`config.mk`:
```
export PLATFORM = sky130hd
export DESIGN_NAME = dly_cal_ctrl
export DESIGN_NICKNAME = d
export VERILOG_FILES = /design/src/rtl/dly_cal_pkg.sv /design/src/rtl/dly_cal_settle.sv /design/src/rtl/dly_cal_judge.sv /design/src/rtl/dly_cal_ctrl.sv
export SDC_FILE = /design/constraint.sdc
export NUM_CORES = 1
export LEC_CHECK = 0
export BUFFER_PORTS_ARGS = -buffer_cell sky130_fd_sc_hd__buf_4
export CORE_MARGIN = 1.5
export CORE_UTILIZATION = 50
export DETAILED_ROUTE_END_ITERATION = 16
export PLACE_DENSITY = 0.76
export SLEW_MARGIN = 20
export SYNTH_ARGS = -nofsm -noshare
export SYNTH_HDL_FRONTEND = slang
export SYNTH_HIERARCHICAL = 1
export SYNTH_SLANG_ARGS = --single-unit
```
`constraint.sdc`:
```
create_clock -name clk -period 2.25 [get_ports clk]
set_input_delay 0.225 -clock clk [delete_from_list [all_inputs] [get_ports clk]]
set_output_delay 0.225 -clock clk [all_outputs]
set_load 0.02 [all_outputs]
```
`src/rtl/dly_cal_pkg.sv`:
```
package dly_cal_pkg;
  typedef enum logic [1:0] {
    ST_IDLE   = 2'd0,
    ST_SETTLE = 2'd1,
    ST_JUDGE  = 2'd2
  } cal_state_t;
endpackage

```
`src/rtl/dly_cal_settle.sv`:
```
// Settling timer: counts while run is high, flags the last settle cycle.
module dly_cal_settle #(
  parameter int SETTLE_CYC = 8
) (
  input  logic clk,
  input  logic rst,
  input  logic run,
  output logic expire
);
  localparam int CW = $clog2(SETTLE_CYC + 1);
  localparam logic [CW-1:0] LAST = CW'(SETTLE_CYC - 1);

  logic [CW-1:0] cnt;

  always_ff @(posedge clk) begin
    if (rst || !run) cnt <= '0;
    else             cnt <= cnt + 1'b1;
  end

  assign expire = run && (cnt == LAST);
endmodule

```
`src/rtl/dly_cal_judge.sv`:
```
// Trial verdict: acceptance rule, highest span bit, derived phase tap.
module dly_cal_judge #(
  parameter int LEN_W = 12,
  parameter int SEL_W = 4
) (
  input  logic [LEN_W-1:0] len_vec,
  input  logic             len_valid,
  output logic             accept,
  output logic             span_ok,
  output logic [SEL_W-1:0] phase
);
  localparam int IDX_W = $clog2(LEN_W);
  localparam logic [LEN_W-1:0] EDGE_ONLY = {2'b11, {(LEN_W-2){1'b0}}};

  logic [IDX_W-1:0] top_idx;

  assign accept = len_valid && (len_vec != '0) && (len_vec != EDGE_ONLY);

  always_comb begin
    top_idx = '0;
    for (int b = 1; b <= LEN_W - 2; b++) begin
      if (len_vec[b]) top_idx = IDX_W'(b);
    end
  end

  assign span_ok = (top_idx != '0);
  assign phase   = SEL_W'((top_idx >> 1) + 1);
endmodule

```
`src/rtl/dly_cal_ctrl.sv`:
```
module dly_cal_ctrl #(
  parameter int LEN_W      = 12,
  parameter int CODE_W     = 7,
  parameter int SEL_W      = 4,
  parameter int MAX_TRIALS = 128,
  parameter int PROBE_SEL  = 12,
  parameter int SETTLE_CYC = 8
) (
  input  logic              clk,
  input  logic              rst,
  input  logic              start_i,
  input  logic              disable_i,
  input  logic [LEN_W-1:0]  len_vec_i,
  input  logic              len_valid_i,
  output logic              busy_o,
  output logic              done_o,
  output logic              error_o,
  output logic              line_en_o,
  output logic              samp_en_o,
  output logic [CODE_W-1:0] unit_code_o,
  output logic [SEL_W-1:0]  phase_sel_o
);
  import dly_cal_pkg::*;

  localparam logic [CODE_W-1:0] LAST_CODE = CODE_W'(MAX_TRIALS - 1);
  localparam logic [SEL_W-1:0]  PROBE     = SEL_W'(PROBE_SEL);

  cal_state_t       state;
  logic             settle_exp;
  logic             accept, span_ok;
  logic [SEL_W-1:0] tap;

  dly_cal_settle #(.SETTLE_CYC(SETTLE_CYC)) u_settle (
    .clk    (clk),
    .rst    (rst),
    .run    (state == ST_SETTLE),
    .expire (settle_exp)
  );

  dly_cal_judge #(.LEN_W(LEN_W), .SEL_W(SEL_W)) u_judge (
    .len_vec   (len_vec_i),
    .len_valid (len_valid_i),
    .accept    (accept),
    .span_ok   (span_ok),
    .phase     (tap)
  );

  always_ff @(posedge clk) begin
    if (rst) begin
      state       <= ST_IDLE;
      busy_o      <= 1'b0;
      done_o      <= 1'b0;
      error_o     <= 1'b0;
      line_en_o   <= 1'b0;
      samp_en_o   <= 1'b0;
      unit_code_o <= '0;
      phase_sel_o <= '0;
    end else begin
      done_o  <= 1'b0;
      error_o <= 1'b0;
      if (disable_i) begin
        state       <= ST_IDLE;
        busy_o      <= 1'b0;
        line_en_o   <= 1'b0;
        samp_en_o   <= 1'b0;
        unit_code_o <= '0;
        phase_sel_o <= '0;
      end else begin
        unique case (state)
          ST_IDLE: begin
            if (start_i) begin
              state       <= ST_SETTLE;
              busy_o      <= 1'b1;
              line_en_o   <= 1'b1;
              samp_en_o   <= 1'b1;
              unit_code_o <= '0;
              phase_sel_o <= PROBE;
            end
          end
          ST_SETTLE: begin
            if (settle_exp) state <= ST_JUDGE;
          end
          ST_JUDGE: begin
            if (accept && span_ok) begin
              state       <= ST_IDLE;
              busy_o      <= 1'b0;
              done_o      <= 1'b1;
              samp_en_o   <= 1'b0;
              phase_sel_o <= tap;
            end else if (accept || unit_code_o == LAST_CODE) begin
              state       <= ST_IDLE;
              busy_o      <= 1'b0;
              error_o     <= 1'b1;
              line_en_o   <= 1'b0;
              samp_en_o   <= 1'b0;
              unit_code_o <= '0;
              phase_sel_o <= '0;
            end else begin
              state       <= ST_SETTLE;
              unit_code_o <= unit_code_o + 1'b1;
              phase_sel_o <= PROBE;
            end
          end
          default: state <= ST_IDLE;
        endcase
      end
    end
  end
endmodule

```
==> flow_metrics.tcl, run 1 <==
set metrics [dict create \
    outcome "finished clean" \
    post_cts_buffers 0 \
    synth_most_common_cell "dfxtp_1" \
    vias 931 \
    synth_top_family_by_area "simple AND/OR/NAND/NOR gates" \
    fmax_mhz 669 \
    synth_commonest_cells "21 x dfxtp_1, 16 x nor2_1, 6 x nand3_1" \
    clock_latency_ns 0.29 \
    yosys-top-cells-area "dfxtp_1 39%, nor2_1 5.5%, nor4_4 3.9%, ha_1 3.4%, xnor2_1 3.2%" \
    clock_path_buffers 2 \
    firstDrtPassIters 4 \
    ys_warn_count 6 \
    required_ns 2.43 \
    synth.avg_cell_area_um2 9.64 \
    drtAntennaViolNets 0 \
    placed_area_um2 1350 \
    synth_top_flop_cell "dfxtp_1" \
    gr-usage-all-layers_pct 19.7 \
    coreArea_um2 2000 \
    place.gp.congestion 0.759 \
    max_stage_delay_ns 0.31 \
    leakage_nw 0.572 \
    period_minus_slack_ns 1.49 \
    synthAdderAreaFrac_pct 3.44 \
    period_share_pct 66.4 \
    worst_slack_ns 0.755 \
    io_buffers 32 \
    ys_ff_latch 21 \
    synth_edf_count 0 \
    cts_tree "done" \
    num_rows 16 \
    hold_path.class "primary input to register" \
    fp.dieH_um 49.7 \
    syn-cell-area_um2 1090 \
    grt_first_pass_wirelength_um 3830 \
    start_util_pct 54.4 \
    crit_chain "buf_4, nor4_4, o2111ai_1, nand3_1, nand2_1, o21ai_2, nor2_1" \
    fin_tns_setup_ns 0 \
    tightest_slew_ns 0.523 \
    hold_buffers 0 \
    diodes 0 \
    ys_seq_area_share_pct 38.6 \
    rsz0062_at_grt "no" \
    pin_count 33 \
    critPathKind "primary input to register" \
    syn_nets 133 \
    postLayoutCellArea_um2 1370 \
    drv_slew 0 \
    arrival_ns 1.67 \
    clk_pin_slew_worst_paths_ns 0.11 \
    synth-compound-area-share_pct 18.4 \
    critPathCaptureType "register" \
    antenna_found_initial 0 \
    die_w_um 49.7 \
    yosys.area_share.simple_pct 28.5 \
    drc_errors 0 \
    muxShareOfSynthArea_pct 0.918 \
    cp_slowest_cell "nor4_4" \
    viasPerCell 5.35 \
    ctsResizeCount 0 \
    die_area_um2 2470 \
    synth_top_area_share_pct 38.6 \
    drv_cap 0 \
    synth_top_cell_by_area "dfxtp_1" \
    yosysUniqueCellTypes 45 \
    start_kind "primary input" \
    clock_skew_ns 0.00674 \
    cts_buffers 3 \
    async_flop_share_pct 0 \
    dp_slack_ns 0.427 \
    grt_max_degree 12 \
    grt_pass1_vias 903 \
    syn_to_final_growth_pct 25.8 \
    routed_wl_um 2230 \
    dpl.hpwl_um 1830 \
    clock_sinks 21 \
    synthXorXnorAreaFrac_pct 6.43 \
    ir_drop_mv 0.263 \
    layout.nets 168 \
    drive_gt1_share_pct 34.7 \
    slew_headroom_pct 65.0 \
    final_hold_viol_count 0 \
    power-per-cell-area_nw_per_um2 478 \
    postSynthCellCount 113 \
    setup_viol 0 \
    worst-path-max-fanout 7 \
    root_buffer "clkbuf_4" \
    drt_iter0_markers 15 \
    grt-ovfl-total 0 \
    cts_htree_levels 1 \
    post_drt_wl_per_cell_um 12.8 \
]
power breakdown:
group / switching, mW / total (mW) / internal, mW
Sequential: 0.00466 / 0.382 / 0.378
Combinational: 0.0526 / 0.100 / 0.0477
Clock: 0.104 / 0.173 / 0.0689
Total: 0.161 / 0.655 / 0.494
flip-flops by register name, indices dropped and copies added (netlist names):
name / flops
samp_en_o: 1
unit_code_o: 7
state: 2
line_en_o: 1
error_o: 1
done_o: 1
phase_sel_o: 4
u_settle/cnt: 4
layout by cell type (no fill, tap or decap), types with 3 or more instances in the layout:
master    instances
nand2_1           5
clkbuf_4          3
ha_1              3
buf_4            33
xnor2_1           4
nand4_1           3
dfxtp_1          21
xor2_1            4
and3_1            3
and2_1            3
o21ai_0           3
a21oi_1           4
nor2_1           16
nand3_1           6
inv_1             3
logic make-up (layout without fill, tap and decap cells):
| family | count (synthesis) | after routing |
|---|---|---|
| muxes | 1 | 1 |
| adders and majority gates | 3 | 3 |
| other | 1 | 1 |
| DFF | 21 | 21 |
| and+or+nand+nor | 50 | 50 |
| buffers and inverters | 6 | 40 |
| xor gates and xnor gates | 8 | 8 |
| AOI/OAI and AO/OA | 23 | 23 |
cell type report:
type	instances	area, um^2
Tap cell	27	33.8
Inverter	3	11.3
Sequential cell	21	420
Clock buffer	4	26.3
Multi-Input combinational cell	86	632
Timing Repair Buffer	33	248
Fill cell	183	631
final timing paths:
check	startpoint	endpoint	slack [ns]	cells past startpoint
min	disable_i	done_o$_SDFF_PP0_	0.14	2
min reg2reg	u_settle/cnt[0]$_SDFF_PP0_	u_settle/cnt[0]$_SDFF_PP0_	0.46	1
max reg2reg	state[1]$_SDFFE_PP0P_	state[0]$_SDFFE_PP0P_	0.84	4
max	len_vec_i[5]	unit_code_o[6]$_SDFFE_PP0P_	0.76	7
worst max-delay path, delay by kind of cell:
family | cells | cell delay (ns)
buffers and inverters | 1 | 0.13
AND/OR/NAND/NOR | 4 | 0.78
AO/OA/AOI/OAI | 2 | 0.54
through the flow:
step	instances	hold WS [ns]	total power [mW]	util [%]
final	174	0.137	0.655	68.5
after floorplan	113	0.294	0.444	-
after global placement	170	0.424	0.488	67.2
after global routing	174	0.117	0.695	68.5
after detailed placement	170	0.439	0.490	67.2
after CTS	174	0.126	0.667	68.5
routing by layer:
metal	vias up	track usage (%)	wire length (um)
met5	-	0	0
met4	0	5.56	21
met3	2	3.64	89
met2	20	34.7	1140
met1	432	24.3	974
li1	477	-	-
Note: power is estimated with default switching activity, not from simulation.
==> inputs of run 2 (changes only) <==
==> constraint.sdc (replaced) <==
create_clock -name clk -period 1.5 [get_ports clk]
set_input_delay 0.15 -clock clk [delete_from_list [all_inputs] [get_ports clk]]
set_output_delay 0.15 -clock clk [all_outputs]
set_load 0.02 [all_outputs]
==> flow_metrics.tcl, run 2 (synthesis gave the netlist of run 1 again) <==
set metrics [dict create \
    timing.rr.start "unit_code_o[0]$_SDFFE_PP0P_" \
    worst_slack_ns 0.121 \
    critPathCaptureType "register" \
    vias 1010 \
    drv_cap 0 \
    pin_count 33 \
    max_stage_delay_ns 0.36 \
    p_total_mw 1.02 \
    dp_slack_ns -0.139 \
    arrival_ns 1.63 \
    fin_util_pct 75.4 \
    setup_viol 0 \
    drive_gt1_share_pct 43.3 \
    rsz0062_at_grt "no" \
    layout.nets 185 \
    grt_max_degree 13 \
    outcome "finished clean" \
    crit_path_start "unit_code_o[0]$_SDFFE_PP0P_" \
    post_cts_buffers 0 \
    gr-usage-all-layers_pct 21.7 \
    hp-start "disable_i" \
    place.gp.congestion 0.765 \
    diodes 0 \
    grt_pass1_vias 965 \
    largest_registers "unit_code_o: 7 flops, phase_sel_o: 4 flops, u_settle/cnt: 4 flops" \
    start_util_pct 54.4 \
    root_buffer "clkbuf_4" \
    firstDrtPassIters 4 \
    grt-ovfl-total 0 \
    worst-path-max-fanout 7 \
    drtAntennaViolNets 0 \
    drt_iter0_markers 12 \
    final_hold_viol_count 0 \
    hold_path.class "primary input to register" \
    ir_drop_mv 0.763 \
    leakage_nw 0.659 \
    clk_pin_slew_worst_paths_ns 0.11 \
    die_w_um 49.7 \
    drc_errors 0 \
    antenna_found_initial 0 \
    fmax_mhz 725 \
    nFillCells 169 \
    final_cell_mix "50 x buf_4, 20 x dfxtp_1, 16 x nor2_1" \
    power-per-cell-area_nw_per_um2 675 \
    period_minus_slack_ns 1.38 \
    required_ns 1.76 \
    grt_first_pass_wirelength_um 4060 \
    layout_commonest_cell "buf_4" \
    crit_chain "ha_1, a311oi_2, o21ai_2, buf_4, nor2_1" \
    drv_slew 0 \
    cts_tree "done" \
    top_register "unit_code_o" \
    routed_wl_um 2380 \
    fp.dieH_um 49.7 \
    syn_to_final_growth_pct 38.5 \
    coreArea_um2 2000 \
    hold_ws_ns 0.0420 \
    cp_slowest_cell "dfxtp_1" \
    largest_register_ffs 7 \
    clock_skew_ns 0.00243 \
    dpl.hpwl_um 1900 \
    clock_sinks 21 \
    clock_path_buffers 2 \
    num_rows 16 \
    clock_latency_ns 0.31 \
    viasPerCell 5.29 \
    start_kind "register" \
    period_share_pct 91.9 \
    cts_htree_levels 1 \
    io_buffers 32 \
    post_drt_wl_per_cell_um 12.5 \
    cts_buffers 3 \
    critPathKind "register to register" \
    die_area_um2 2470 \
]
-- run 2: what timing repair did --
item	in CTS	in global routing
resized for setup	0	1
hold buffers	0	0
setup endpoints to repair	0	1
-- run 2: worst max-delay path, delay by kind of cell, from the launching register on --
family	cells	cell delay (ns)
AND/OR/NAND/NOR	1	0.10
adder cells (fa/ha/maj)	1	0.27
AO/OA/AOI/OAI	2	0.43
flip-flops	1	0.36
buffers and inverters	1	0.17
-- run 2: area by class of cell --
class	count	area, um^2	share of cell area [%]
inverters	3	11.3	0.746
well taps	27	33.8	2.24
repair buffers	50	375	24.9
multi-input cells	86	639	42.4
clock inverters	1	5.00	0.332
clock buffers	3	22.5	1.49
flip-flops and latches	21	422	27.9
-- run 2: report_power, final --
| part | internal, mW | switching (mW) |
|---|---|---|
| clock | 0.0997 | 0.171 |
| sequential | 0.566 | 0.00706 |
| combinational | 0.0897 | 0.0842 |
-- run 2: metal layers --
layer / global-route usage [%] / vias to the layer above / share of wire [%]
met1: 24.7 / 472 / 44
met5: 0 / - / 0
met2: 37.8 / 22 / 50
met3: 6.36 / 4 / 4.4
met4: 8.33 / 0 / 1.3
li1: - / 512 / -
-- run 2: per-stage QoR --
step	std cells	TNS [ns]	cell area, um^2
floorplan	113	0	1100
global placement	187	-0.880	1480
detailed placement	187	-1.11	1480
CTS	191	0	1510
global route	191	0	1510
finish	191	0	1510
-- run 2: final timing paths --
kind,slack (ns),endpoint,cells past startpoint
worst max-delay path,0.12,unit_code_o[6]$_SDFFE_PP0P_,5
worst min-delay path,0.04,line_en_o$_SDFFE_PP0P_,2
worst max register to register,0.12,unit_code_o[6]$_SDFFE_PP0P_,5
worst min register to register,0.46,u_settle/cnt[0]$_SDFF_PP0_,1
==> inputs of run 3 (changes only) <==
==> constraint.sdc (replaced) <==
create_clock -name clk -period 1.38 [get_ports clk]
set_input_delay 0.138 -clock clk [delete_from_list [all_inputs] [get_ports clk]]
set_output_delay 0.138 -clock clk [all_outputs]
set_load 0.02 [all_outputs]
==> flow_metrics.tcl, run 3 (synthesis gave the netlist of run 1 again) <==
set metrics [dict create \
    outcome "finished clean" \
    hold_path.class "primary input to register" \
    diodes 0 \
    start_util_pct 54.4 \
    fp.dieH_um 49.7 \
    largest_register_ffs 7 \
    placed_area_um2 1540 \
    switching_share_pct 26.5 \
    fmax_mhz 770 \
    drtAntennaViolNets 0 \
    coreArea_um2 2000 \
    drv_slew 0 \
    dpl.hpwl_um 1950 \
    dp_cells 192 \
    io_buffers 32 \
    post_drt_wl_per_cell_um 12.6 \
    grt-ovfl-total 0 \
    grt_pass1_vias 971 \
    required_ns 1.64 \
    die_area_um2 2470 \
    cts_buffers 3 \
    firstDrtPassIters 4 \
    p_comb_share_pct 17.9 \
    drive_gt1_share_pct 47.9 \
    layout.nets 190 \
    largest_registers "unit_code_o: 7 flops, phase_sel_o: 4 flops, u_settle/cnt: 4 flops" \
    place.gp.congestion 0.747 \
    clock_sinks 21 \
    worst-path-max-fanout 6 \
    cts_htree_levels 1 \
    pin_count 33 \
    setup_viol 0 \
    syn_to_final_growth_pct 47.3 \
    period_share_pct 94.1 \
    routed_wl_um 2470 \
    die_w_um 49.7 \
    period_minus_slack_ns 1.30 \
    drt_iter0_markers 27 \
    clock_latency_ns 0.31 \
    clock_path_buffers 2 \
    leakage_nw 0.688 \
    top_register "unit_code_o" \
    vias 1025 \
    final_hold_viol_count 0 \
    start_kind "register" \
    drc_errors 0 \
    clock_skew_ns 0.00256 \
    root_buffer "clkbuf_4" \
    drv_cap 0 \
    critPathKind "register to register" \
    num_rows 16 \
    power_frac_clock_pct 26.6 \
    grt_max_degree 13 \
    antenna_found_initial 0 \
    max_stage_delay_ns 0.41 \
    postLayoutCellArea_um2 1610 \
    hold_buffers 0 \
    crit_chain "and2b_2, and4b_2, a211oi_1, o21a_1" \
    cts_tree "done" \
    viasPerCell 5.23 \
    seqPwrFrac_pct 55.5 \
    nFillCells 143 \
    power-per-cell-area_nw_per_um2 700 \
    ir_drop_mv 0.729 \
    fin_util_pct 80.2 \
    clk_pin_slew_worst_paths_ns 0.12 \
    p_switching_uw 298 \
    p_total_mw 1.12 \
    arrival_ns 1.56 \
    layout_commonest_cell "buf_4" \
    p_int_uw 825 \
    gr-usage-all-layers_pct 21.0 \
    cp_slowest_cell "dfxtp_2" \
    final_cell_mix "55 x buf_4, 19 x dfxtp_1, 16 x nor2_1" \
    critPathCaptureType "register" \
    grt_first_pass_wirelength_um 4040 \
    post_cts_buffers 0 \
    final_cells 196 \
]
-- run 3: worst max-delay path, delay by kind of cell (launching register included) --
family           cells  cell delay [ns]
flip-flops           1             0.41
AO/OA/AOI/OAI        2             0.37
AND/OR/NAND/NOR      2             0.48
-- run 3: routing by layer --
layer  share of wire [%]  track usage (%)  vias to the layer above
met5                   0                0                        -
met2                  50             37.3                       29
met4                   0             2.78                        0
met3                 4.9             6.36                        0
met1                  46             25.4                      474
li1                    -                -                      522
-- run 3: stage by stage --
stage	setup TNS [ns]	setup WS (ns)	hold slack, ns
after floorplan	0	0.00132	0.207
after global placement	-1.78	-0.188	0.358
after detailed placement	-2.41	-0.223	0.360
after CTS	0	0.0693	0.0186
after global routing	-0.0204	-0.0173	0.0172
final	0	0.0812	0.0300
-- run 3: area by class of cell --
cell class | instances | area (um^2) | area share [%]
Clock buffer | 3 | 22.5 | 1.40
Clock inverter | 1 | 5.00 | 0.312
Multi-Input combinational cell | 86 | 697 | 43.4
Inverter | 3 | 11.3 | 0.701
Timing Repair Buffer | 55 | 413 | 25.7
Sequential cell | 21 | 423 | 26.3
Tap cell | 27 | 33.8 | 2.10
-- run 3: worst paths after layout --
| path | start | depth (start not counted) | slack [ns] | endpoint |
|---|---|---|---|---|
| setup / recovery | state[1]$_SDFFE_PP0P_ | 4 | 0.08 | state[0]$_SDFFE_PP0P_ |
| hold / removal | disable_i | 2 | 0.03 | line_en_o$_SDFFE_PP0P_ |
| setup reg to reg | state[1]$_SDFFE_PP0P_ | 4 | 0.08 | state[0]$_SDFFE_PP0P_ |
| hold reg to reg | u_settle/cnt[0]$_SDFF_PP0_ | 1 | 0.48 | u_settle/cnt[0]$_SDFF_PP0_ |
-- run 3: what timing repair did --
item,4_1_cts,5_1_grt
gates resized for setup,1,5
pin swaps,0,1
setup endpoints to repair,1,7
-- run 3: power groups by stage --
stage                     Combinational, mW  Sequential (mW)  Clock (mW)
after floorplan                      0.0827            0.645           0
after global placement                0.188            0.636           0
after detailed placement              0.192            0.637           0
after CTS                             0.194            0.623       0.309
after global routing                  0.216            0.625       0.331
final                                 0.201            0.623       0.299
